## src/rtl/ecc_pkg.sv

```systemverilog
// Package: shared mode codes, state type and per-byte column parity for
// the split-sector Hamming parity generator.
// Assumes byte-wide data and 256-byte halves.
package ecc_pkg;

    localparam int BYTE_W      = 8;
    localparam int HALF_ADDR_W = 8;                    // 256 bytes per half
    localparam int LP_W        = 2 * HALF_ADDR_W;      // line parity bits per half
    localparam int CP_W        = 6;                    // column parity bits per half
    localparam int CNT_W       = HALF_ADDR_W + 2;      // counts to 512 and holds there
    localparam int SECTOR_LEN  = 2 << HALF_ADDR_W;     // 512
    localparam int WORD_W      = 16;

    localparam logic [7:0] MODE_CLEAR  = 8'hF4;
    localparam logic [7:0] MODE_CALC   = 8'hB4;
    localparam logic [7:0] MODE_RESULT = 8'hD4;
    localparam logic [7:0] MODE_DATA   = 8'h94;

    typedef enum logic [1:0] {
        ST_IDLE   = 2'd0,
        ST_CALC   = 2'd1,
        ST_RESULT = 2'd2
    } ecc_state_t;

    // Column parity of one byte: even/odd bits, bit pairs, nibbles.
    function automatic logic [CP_W-1:0] col_par(input logic [BYTE_W-1:0] b);
        logic [CP_W-1:0] c;
        c[0] = b[0] ^ b[2] ^ b[4] ^ b[6];
        c[1] = b[1] ^ b[3] ^ b[5] ^ b[7];
        c[2] = b[0] ^ b[1] ^ b[4] ^ b[5];
        c[3] = b[2] ^ b[3] ^ b[6] ^ b[7];
        c[4] = b[0] ^ b[1] ^ b[2] ^ b[3];
        c[5] = b[4] ^ b[5] ^ b[6] ^ b[7];
        return c;
    endfunction

endpackage

```

## src/rtl/ecc_byte_unit.sv

```systemverilog
// ecc_byte_unit: combinational reduction of one data byte into its
// overall parity (for line parity) and its six column parities.
// Assumes the byte is stable for the cycle in which it is accepted.
module ecc_byte_unit
    import ecc_pkg::*;
(
    input  logic [BYTE_W-1:0] byte_in,
    output logic              byte_par,
    output logic [CP_W-1:0]   byte_cp
);

    // Reduce the byte to its parity terms.
    always_comb begin
        byte_par = ^byte_in;
        byte_cp  = col_par(byte_in);
    end

endmodule

```

## src/rtl/ecc_half_acc.sv

```systemverilog
// ecc_half_acc: parity store for one 256-byte half. Each accepted byte
// toggles one line bit per address bit (even bit when the address bit
// is 0, odd bit when it is 1) and folds its column parities in.
// Outputs are the inverted stored parity. Assumes clr wins over en.
module ecc_half_acc
    import ecc_pkg::*;
#(
    parameter int AW = HALF_ADDR_W
) (
    input  logic            clk,
    input  logic            rst_n,
    input  logic            clr,
    input  logic            en,
    input  logic [AW-1:0]   addr,
    input  logic            byte_par,
    input  logic [CP_W-1:0] byte_cp,
    output logic [2*AW-1:0] lp_inv,
    output logic [CP_W-1:0] cp_inv
);

    logic [2*AW-1:0] lp_q;
    logic [CP_W-1:0] cp_q;

    // One even/odd line-parity pair per address bit.
    for (genvar k = 0; k < AW; k++) begin : g_line
        // Toggle the pair member selected by address bit k.
        always_ff @(posedge clk) begin
            if (!rst_n || clr) begin
                lp_q[2*k]   <= 1'b0;
                lp_q[2*k+1] <= 1'b0;
            end else if (en) begin
                if (addr[k]) lp_q[2*k+1] <= lp_q[2*k+1] ^ byte_par;
                else         lp_q[2*k]   <= lp_q[2*k]   ^ byte_par;
            end
        end
    end

    // Fold the column parities of each accepted byte.
    always_ff @(posedge clk) begin
        if (!rst_n || clr) cp_q <= '0;
        else if (en)       cp_q <= cp_q ^ byte_cp;
    end

    // Report the store inverted so an erased half reads all ones.
    always_comb begin
        lp_inv = ~lp_q;
        cp_inv = ~cp_q;
    end

endmodule

```

## src/rtl/ecc_ctrl.sv

```systemverilog
// ecc_ctrl: mode sequencing, dummy-read arming, byte counter and readout
// word index. Assumes one mode write and one data read per cycle at most.
module ecc_ctrl
    import ecc_pkg::*;
(
    input  logic                   clk,
    input  logic                   rst_n,
    input  logic                   mode_wr,
    input  logic [7:0]             mode_val,
    input  logic                   data_rd,
    input  logic                   byte_vld,
    output logic                   acc_clr,
    output logic [1:0]             acc_en,
    output logic [HALF_ADDR_W-1:0] byte_addr,
    output logic                   calc_active,
    output logic                   res_valid,
    output logic [1:0]             word_idx
);

    ecc_state_t       state_q;
    logic             armed_q;
    logic [CNT_W-1:0] cnt_q;
    logic [1:0]       idx_q;
    logic             take;
    logic             full;

    // Decode the clear command and whether this byte is accepted.
    always_comb begin
        acc_clr   = mode_wr && (mode_val == MODE_CLEAR);
        full      = (cnt_q >= CNT_W'(SECTOR_LEN));
        take      = (state_q == ST_CALC) && byte_vld && !full && !acc_clr;
        acc_en[0] = take && !cnt_q[HALF_ADDR_W];
        acc_en[1] = take &&  cnt_q[HALF_ADDR_W];
        byte_addr = cnt_q[HALF_ADDR_W-1:0];
    end

    // Mode state follows the recognised mode writes.
    always_ff @(posedge clk) begin
        if (!rst_n) begin
            state_q <= ST_IDLE;
        end else if (mode_wr) begin
            case (mode_val)
                MODE_CLEAR:  state_q <= ST_IDLE;
                MODE_CALC:   if (armed_q) state_q <= ST_CALC;
                MODE_RESULT: state_q <= ST_RESULT;
                MODE_DATA:   state_q <= ST_IDLE;
                default:     state_q <= state_q;
            endcase
        end
    end

    // Arm on a data read taken after a clear, outside readout.
    always_ff @(posedge clk) begin
        if (!rst_n || acc_clr)                  armed_q <= 1'b0;
        else if (data_rd && state_q != ST_RESULT) armed_q <= 1'b1;
    end

    // Count accepted bytes up to the sector length.
    always_ff @(posedge clk) begin
        if (!rst_n || acc_clr) cnt_q <= '0;
        else if (take)         cnt_q <= cnt_q + 1'b1;
    end

    // Walk through the three result words, restarting on each result command.
    always_ff @(posedge clk) begin
        if (!rst_n) begin
            idx_q <= 2'd0;
        end else if (mode_wr && mode_val == MODE_RESULT) begin
            idx_q <= 2'd0;
        end else if (data_rd && state_q == ST_RESULT) begin
            idx_q <= (idx_q == 2'd2) ? 2'd0 : idx_q + 2'd1;
        end
    end

    // Expose the mode flags and the word index.
    always_comb begin
        calc_active = (state_q == ST_CALC);
        res_valid   = (state_q == ST_RESULT);
        word_idx    = idx_q;
    end

endmodule

```

## src/rtl/ecc_pack.sv

```systemverilog
// ecc_pack: builds the column bytes and selects one of the three
// interleaved result words. The output is zero when readout is not active.
module ecc_pack
    import ecc_pkg::*;
(
    input  logic              res_valid,
    input  logic [1:0]        word_idx,
    input  logic [LP_W-1:0]   lp_a,
    input  logic [CP_W-1:0]   cp_a,
    input  logic [LP_W-1:0]   lp_b,
    input  logic [CP_W-1:0]   cp_b,
    output logic [WORD_W-1:0] res_word
);

    logic [7:0] cpb_a;
    logic [7:0] cpb_b;

    // Column bytes carry the parity in the upper six bits over a fixed 11.
    always_comb begin
        cpb_a = {cp_a, 2'b11};
        cpb_b = {cp_b, 2'b11};
    end

    // Pick the word addressed by the readout index.
    always_comb begin
        res_word = '0;
        if (res_valid) begin
            case (word_idx)
                2'd0:    res_word = {lp_a[15:8], lp_a[7:0]};
                2'd1:    res_word = {lp_b[7:0],  cpb_a};
                default: res_word = {cpb_b,      lp_b[15:8]};
            endcase
        end
    end

endmodule

```

## src/rtl/ecc_sector_gen.sv

```systemverilog
// ecc_sector_gen: top of the split-sector Hamming parity generator.
// Bytes seen on the data path while accumulation is open are folded into
// one of two half stores; the result is read back as three words.
// Assumes software follows clear, dummy read, calculate, result, data.
module ecc_sector_gen
    import ecc_pkg::*;
(
    input  logic              clk,
    input  logic              rst_n,
    input  logic              mode_wr,
    input  logic [7:0]        mode_val,
    input  logic              data_rd,
    input  logic              byte_vld,
    input  logic [7:0]        byte_in,
    output logic              calc_active,
    output logic              res_valid,
    output logic [WORD_W-1:0] res_word
);

    logic                   acc_clr;
    logic [1:0]             acc_en;
    logic [HALF_ADDR_W-1:0] byte_addr;
    logic [1:0]             word_idx;
    logic                   byte_par;
    logic [CP_W-1:0]        byte_cp;
    logic [LP_W-1:0]        lp_inv [2];
    logic [CP_W-1:0]        cp_inv [2];

    ecc_ctrl u_ctrl (
        .clk         (clk),
        .rst_n       (rst_n),
        .mode_wr     (mode_wr),
        .mode_val    (mode_val),
        .data_rd     (data_rd),
        .byte_vld    (byte_vld),
        .acc_clr     (acc_clr),
        .acc_en      (acc_en),
        .byte_addr   (byte_addr),
        .calc_active (calc_active),
        .res_valid   (res_valid),
        .word_idx    (word_idx)
    );

    ecc_byte_unit u_byte (
        .byte_in  (byte_in),
        .byte_par (byte_par),
        .byte_cp  (byte_cp)
    );

    // One store per half; the counter's half bit picks the enabled one.
    for (genvar h = 0; h < 2; h++) begin : g_half
        ecc_half_acc #(.AW(HALF_ADDR_W)) u_acc (
            .clk      (clk),
            .rst_n    (rst_n),
            .clr      (acc_clr),
            .en       (acc_en[h]),
            .addr     (byte_addr),
            .byte_par (byte_par),
            .byte_cp  (byte_cp),
            .lp_inv   (lp_inv[h]),
            .cp_inv   (cp_inv[h])
        );
    end

    ecc_pack u_pack (
        .res_valid (res_valid),
        .word_idx  (word_idx),
        .lp_a      (lp_inv[0]),
        .cp_a      (cp_inv[0]),
        .lp_b      (lp_inv[1]),
        .cp_b      (cp_inv[1]),
        .res_word  (res_word)
    );

endmodule

```

## config.mk

```make
export PLATFORM = sky130hd
export DESIGN_NAME = ecc_sector_gen
export DESIGN_NICKNAME = d
export VERILOG_FILES = /design/src/rtl/ecc_pkg.sv /design/src/rtl/ecc_byte_unit.sv /design/src/rtl/ecc_half_acc.sv /design/src/rtl/ecc_ctrl.sv /design/src/rtl/ecc_pack.sv /design/src/rtl/ecc_sector_gen.sv
export SDC_FILE = /design/constraint.sdc
export NUM_CORES = 1
export LEC_CHECK = 0
export ABC_AREA = 1
export CAP_MARGIN = 20
export CORE_UTILIZATION = 44
export DETAILED_ROUTE_END_ITERATION = 7
export SLEW_MARGIN = 20
export SYNTH_ARGS = -nofsm -noshare
export SYNTH_HDL_FRONTEND = slang
export SYNTH_SLANG_ARGS = --single-unit
export TNS_END_PERCENT = 1
```

## constraint.sdc

```tcl
create_clock -name clk -period 1.5 [get_ports clk]
set_input_delay 0.15 -clock clk [delete_from_list [all_inputs] [get_ports clk]]
set_output_delay 0.15 -clock clk [all_outputs]
set_load 0.02 [all_outputs]
```

==> Yosys cells after proc, flatten, opt, wreduce, memory -nomap -nowiden <==
Index checks and enable logic that the tools add are counted.
{ "totals": {"ff_bits": 59, "in_bits": 21, "output_inout_bits": 18, "elab_cells": 172} }
{ "op_classes": {"n_addsub": 2, "n_lt_le_gt_ge": 1, "n_eq_ne": 10, "muxes": 5, "bitwise": 64, "reduce_logical": 52} }
{ "ops": {"columns": ["op", "n"], "rows": [
  ["$reduce_and A2 Y1", 32],
  ["$xor A1 B1 Y1", 49],
  ["$eq A8 B8 Y1 const B", 4],
  ["$not A16 Y16", 2],
  ["$pmux W16 S2", 1],
  ["$mux W16", 1],
  ["$not A6 Y6", 2],
  ["$xor A6 B6 Y6", 2],
  ["$add A10 B1 Y10 const B", 1],
  ["$ge A10 B10 Y1 const B", 1],
  ["$logic_and A1 B1 Y1", 9],
  ["$not A1 Y1", 9],
  ["$reduce_xor A8 Y1", 1],
  ["$pmux W2 S3", 1],
  ["$eq A2 B1 Y1 const B", 2],
  ["$eq A2 B2 Y1 const B", 2],
  ["$logic_not A1 Y1", 4],
  ["$mux W2", 2],
  ["$reduce_or A2 Y1", 2],
  ["$reduce_and A3 Y1", 1],
  ["$reduce_bool A3 Y1", 1],
  ["$add A2 B1 Y2 const B", 1],
  ["$logic_not A2 Y1", 1],
  ["$ne A2 B1 Y1 const B", 1],
  ["2 further kinds", 2]
]} }

==> Logic depth before layout (Yosys ltp) <==
{ "depth": {"word_depth": 6, "ltp_mapped": 13, "mapped_depth_nobuf": 12} }

==> Hierarchy <==
From an unflattened synthesis, not the netlist that was laid out.
{ "unflattened": {"cells_unflattened": 650, "hier_area_um2": 3935.0} }
{ "by_module_without_submodules": {"columns": ["mod", "n_inst", "cells_each", "area_per_inst_um2", "seq_area_each_um2"], "rows": [
  ["ecc_half_acc", 2, 176, 1139.8, 440.4],
  ["ecc_ctrl", 1, 149, 977.2, 300.3],
  ["ecc_pack", 1, 93, 405.4, 0.0],
  ["ecc_byte_unit", 1, 56, 272.8, 0.0]
]} }

==> Least setup slack after synthesis <==
No wires, ideal clock.
{ "synth_timing": {"path_kind": "reg2out", "from": "reg u_ctrl.state_q[1]", "to": "out res_word[10]", "arrival_time_ps": 1581, "required_time_ps": 1350, "path_slack_ps": -231, "path_stages_with_launch": 6, "n_path_buf": 1, "cell_sequence": "dfxtp_1 > inv_2 > nor2_1 > clkbuf_1 > o21ai_0 > a221oi_1"} }
{ "synth_between": {"elab_chain_len": 2} }
{ "synth_rtl": {"columns": ["element", "line_no", "rtl"], "rows": [
  ["start, declared", "ecc_ctrl.sv:20", "ecc_state_t state_q;"],
  ["start signal, assigned", "ecc_ctrl.sv:47", "default: state_q <= state_q;"],
  ["$eq A2 B2 Y1", "ecc_ctrl.sv:78", "res_valid = (state_q == ST_RESULT);"],
  ["net res_valid", "ecc_sector_gen.sv:16", "output logic res_valid,"],
  ["$mux W16", "ecc_pack.sv:27", "if (res_valid) begin"],
  ["end, declared", "ecc_sector_gen.sv:17", "output logic [WORD_W-1:0] res_word"]
]} }
The timed path passes the listed nets, and every way through them passes these cells.

==> Final worst setup path <==
{ "layout_timing": {"from": "reg u_ctrl.state_q[1]", "to": "out res_word[0]"} }
{ "layout_between": {"elab_chain_len": 2} }
{ "layout_rtl": {"columns": ["element", "line_no"], "rows": [
  ["$eq A2 B2 Y1", "ecc_ctrl.sv:78"],
  ["$mux W16", "ecc_pack.sv:27"]
]} }
No other way between the ends.

==> flow_metrics.env <==
export IMPL_cts_root_buf="clkbuf_8"
export IMPL_p_leak_nw=2.21
export IMPL_start_kind="register"
export IMPL_drive_gt1_share_pct=26.6
export IMPL_arrival_ps=1520
export IMPL_clkLatencyLatePin_ps=340
export IMPL_hold_start="rst_n"
export IMPL_die_area_sq_mm=0.00887
export IMPL_clock_path_buffers=2
export IMPL_ys_seq_area_share_pct=31.6
export IMPL_fin_ws_ps=-168
export IMPL_cp_required_ps=1350
export IMPL_rr_worst_depth=11
export IMPL_power_w=0.00412
export IMPL_dp_slack_ps=-371
export IMPL_grt_pass1_wl_microns=16500
export IMPL_place_inst=725
export IMPL_num_vias=3669
export IMPL_routedWlPerCell_microns=13.3
export IMPL_cap_viol_max_count=0
export IMPL_async_flop_share_pct=0
export IMPL_synth_ff_type="dfxtp_1"
export IMPL_clk_pin_slew_ps=70
export IMPL_start_util_pct=45.5
export IMPL_pin_count=39
export IMPL_routed_via_density=4.94
export IMPL_clock_sinks=59
export IMPL_overflow=0
export IMPL_fill_cells=764
export IMPL_cts_hold_buf=0
export IMPL_ir_drop_mv=0.475
export IMPL_drc=0
export IMPL_synthTopCellsByCount="nand2_1, inv_1, nor2_1"
export IMPL_critical_path_endpoint_type="output pin"
export IMPL_startpoint="u_ctrl.state_q[1]$_SDFFE_PN0P_"
export IMPL_firstDrtPassIters=4
export IMPL_yosysTopAreaCellShare_pct=31.6
export IMPL_tightest_slew_ps=565
export IMPL_synth_area_leaders="dfxtp_1, nand2_1, inv_1, nand3_2, nor2_1"
export IMPL_postRouteAntennaNets=0
export IMPL_fmax_mhz=599
export IMPL_violations="setup timing"
export IMPL_slew_headroom_pct=62.1
export IMPL_p_per_area_mw_per_mm2=815
export IMPL_hold_viol_final=0
export IMPL_seqCellArea_sq_mm=0.00118
export IMPL_multi_input_area_sq_mm=0.00215
export IMPL_synth_edf_count=0
export IMPL_slew_violations=0
export IMPL_track_usage_pct=24.2
export IMPL_cts_buffers=9
export IMPL_drtIter0Drc=110
export IMPL_synthDistinctLibCells=31
export IMPL_gp_routability_congestion=0.794
export IMPL_tritoncts="yes"
export IMPL_use_met2_pct=41.4
export IMPL_yosys_warnings=0
export IMPL_criticalPathCategory="register to output pin"
export IMPL_grt_busiest_layer="met2"
export IMPL_skew_ps=8.99
export IMPL_hpwlAfterDp_microns=7480
export IMPL_io_buffer_count=38
export IMPL_nNetsFinal=656
export IMPL_period_share_pct=111
export IMPL_rows=33
export IMPL_core_sq_mm=0.00822
export IMPL_antenna_found_initial=0
export IMPL_hp_class="input pin to register"
export IMPL_whs_path_depth=3
export IMPL_synth_top_cell_by_area="dfxtp_1"
export IMPL_outcome="complete, but fails checks"
export IMPL_tns_ps=-2160
export IMPL_cts_htree_levels=3
export IMPL_use_met3_pct=3.80
export IMPL_wl_microns=9890
export IMPL_finalSetupViolations=27
export IMPL_grt_pass1_vias=3484
export IMPL_synthCells=555
export IMPL_syn_cell_area_sq_mm=0.00374
export IMPL_grt_max_degree=32
export IMPL_post_route_util_pct=61.4
export IMPL_fp_dieH_microns=94.2
export IMPL_min_period_ps=1670
export IMPL_fin_cells=743
export IMPL_antenna_cells=0
export IMPL_syn_avg_cell_area_sq_um=6.73
export IMPL_synth_most_common_cell="nand2_1"
export IMPL_path_max_fanout=7
export IMPL_r2r_start="u_ctrl.state_q[1]$_SDFFE_PN0P_"
export IMPL_die_w_microns=94.2
export IMPL_synth_seq_cells=59
export IMPL_rsz0062_at_grt="true"
export IMPL_use_met1_pct=30.0
export IMPL_synth_nets=578
export IMPL_synthToLayoutAreaGrowth_pct=35.1
-- metrics by stage --
step	hold WS, ps	area, sq um
2_1_floorplan	288	3940
3_3_place_gp	464	4710
3_5_place_dp	484	4710
4_1_cts	414	5030
5_1_grt	459	5050
6_report	444	5050
-- critical path: stages (launching register included) --
cell	delay, ps
dfxtp_2	320
inv_2	40
nor2_4	110
buf_6	140
inv_2	60
buf_6	140
a221oi_2	180
buf_4	180
-- where the power goes --
part	internal (W)	switching, W	total [W]
clock	0.00132	0.000688	0.00201
sequential	0.00157	0.00000338	0.00157
combinational	0.000232	0.000305	0.000536
total	0.00312	0.000996	0.00412
-- flip-flops by register name, indices dropped and copies added (netlist names) --
signal / flops
g_half.u_acc.lp_q: 32
u_ctrl.armed_q: 1
u_ctrl.cnt_q: 10
g_half.u_acc.cp_q: 12
u_ctrl.state_q: 2
u_ctrl.word_idx: 2
-- area by class of cell --
class | count | area share, %
multi-input combinational | 357 | 42.6
clock buffer | 10 | 2.73
timing repair buffer | 93 | 17.5
tap | 105 | 2.60
inverter | 113 | 8.43
sequential | 59 | 23.5
clock inverter | 6 | 2.70
-- final timing paths --
check                                               to  slack, ps
setup reg to reg  g_half[1].u_acc.lp_q[1]$_SDFFE_PP0P_        -60
hold reg to reg   g_half[1].u_acc.cp_q[0]$_SDFFE_PP0P_        500
hold / removal          u_ctrl.state_q[0]$_SDFFE_PN0P_        440
setup / recovery                           res_word[0]       -170
-- layout by cell type (no fill, tap or decap), types with 2 or more instances in the layout --
cell,count
nand4_1,34
nor2_4,3
o22ai_1,2
buf_4,50
dlymetal6s2s_1,3
a221oi_4,10
dfxtp_1,56
and3_1,3
clkdlybuf4s50_1,17
nand2_2,11
buf_6,13
a21oi_1,18
o21ai_0,14
nand2_4,4
buf_2,3
inv_1,102
o21ai_1,7
bufinv_16,4
dfxtp_2,3
buf_12,7
a211oi_1,2
nor3_1,6
nor2_2,6
xor2_1,3
inv_2,10
nand2_1,119
a221oi_2,4
clkbuf_8,10
nand3_2,25
nor2_1,59
nand3_1,14
xnor2_1,6
ha_1,2
-- what timing repair did --
action / CTS / global route
pin swaps: 5 / 5
gates cloned: 1 / 0
buffers inserted: 1 / 0
setup endpoints to repair: 58 / 65
gates resized for setup: 119 / 13
-- metal layers --
| metal | wire length [microns] | share of wire [%] | vias to the layer above |
|---|---|---|---|
| met2 | 4830 | 49 | 85 |
| met4 | 187 | 1.9 | 0 |
| li1 | - | - | 1912 |
| met1 | 4470 | 45 | 1653 |
| met5 | 0 | 0 | - |
| met3 | 398 | 4.0 | 19 |
-- cell families (layout without fill, tap and decap cells) --
family          count (synthesis)  in the layout  synth area share, %
compound gates                 59             59                 9.58
flops                          59             59                 31.6
simple gates                  287            287                 38.5
xor+xnor                        9              9                 2.11
buf+inv                       139            222                 17.5
fa+ha+maj                       2              2                0.669
(Power assumes the default switching activity.)
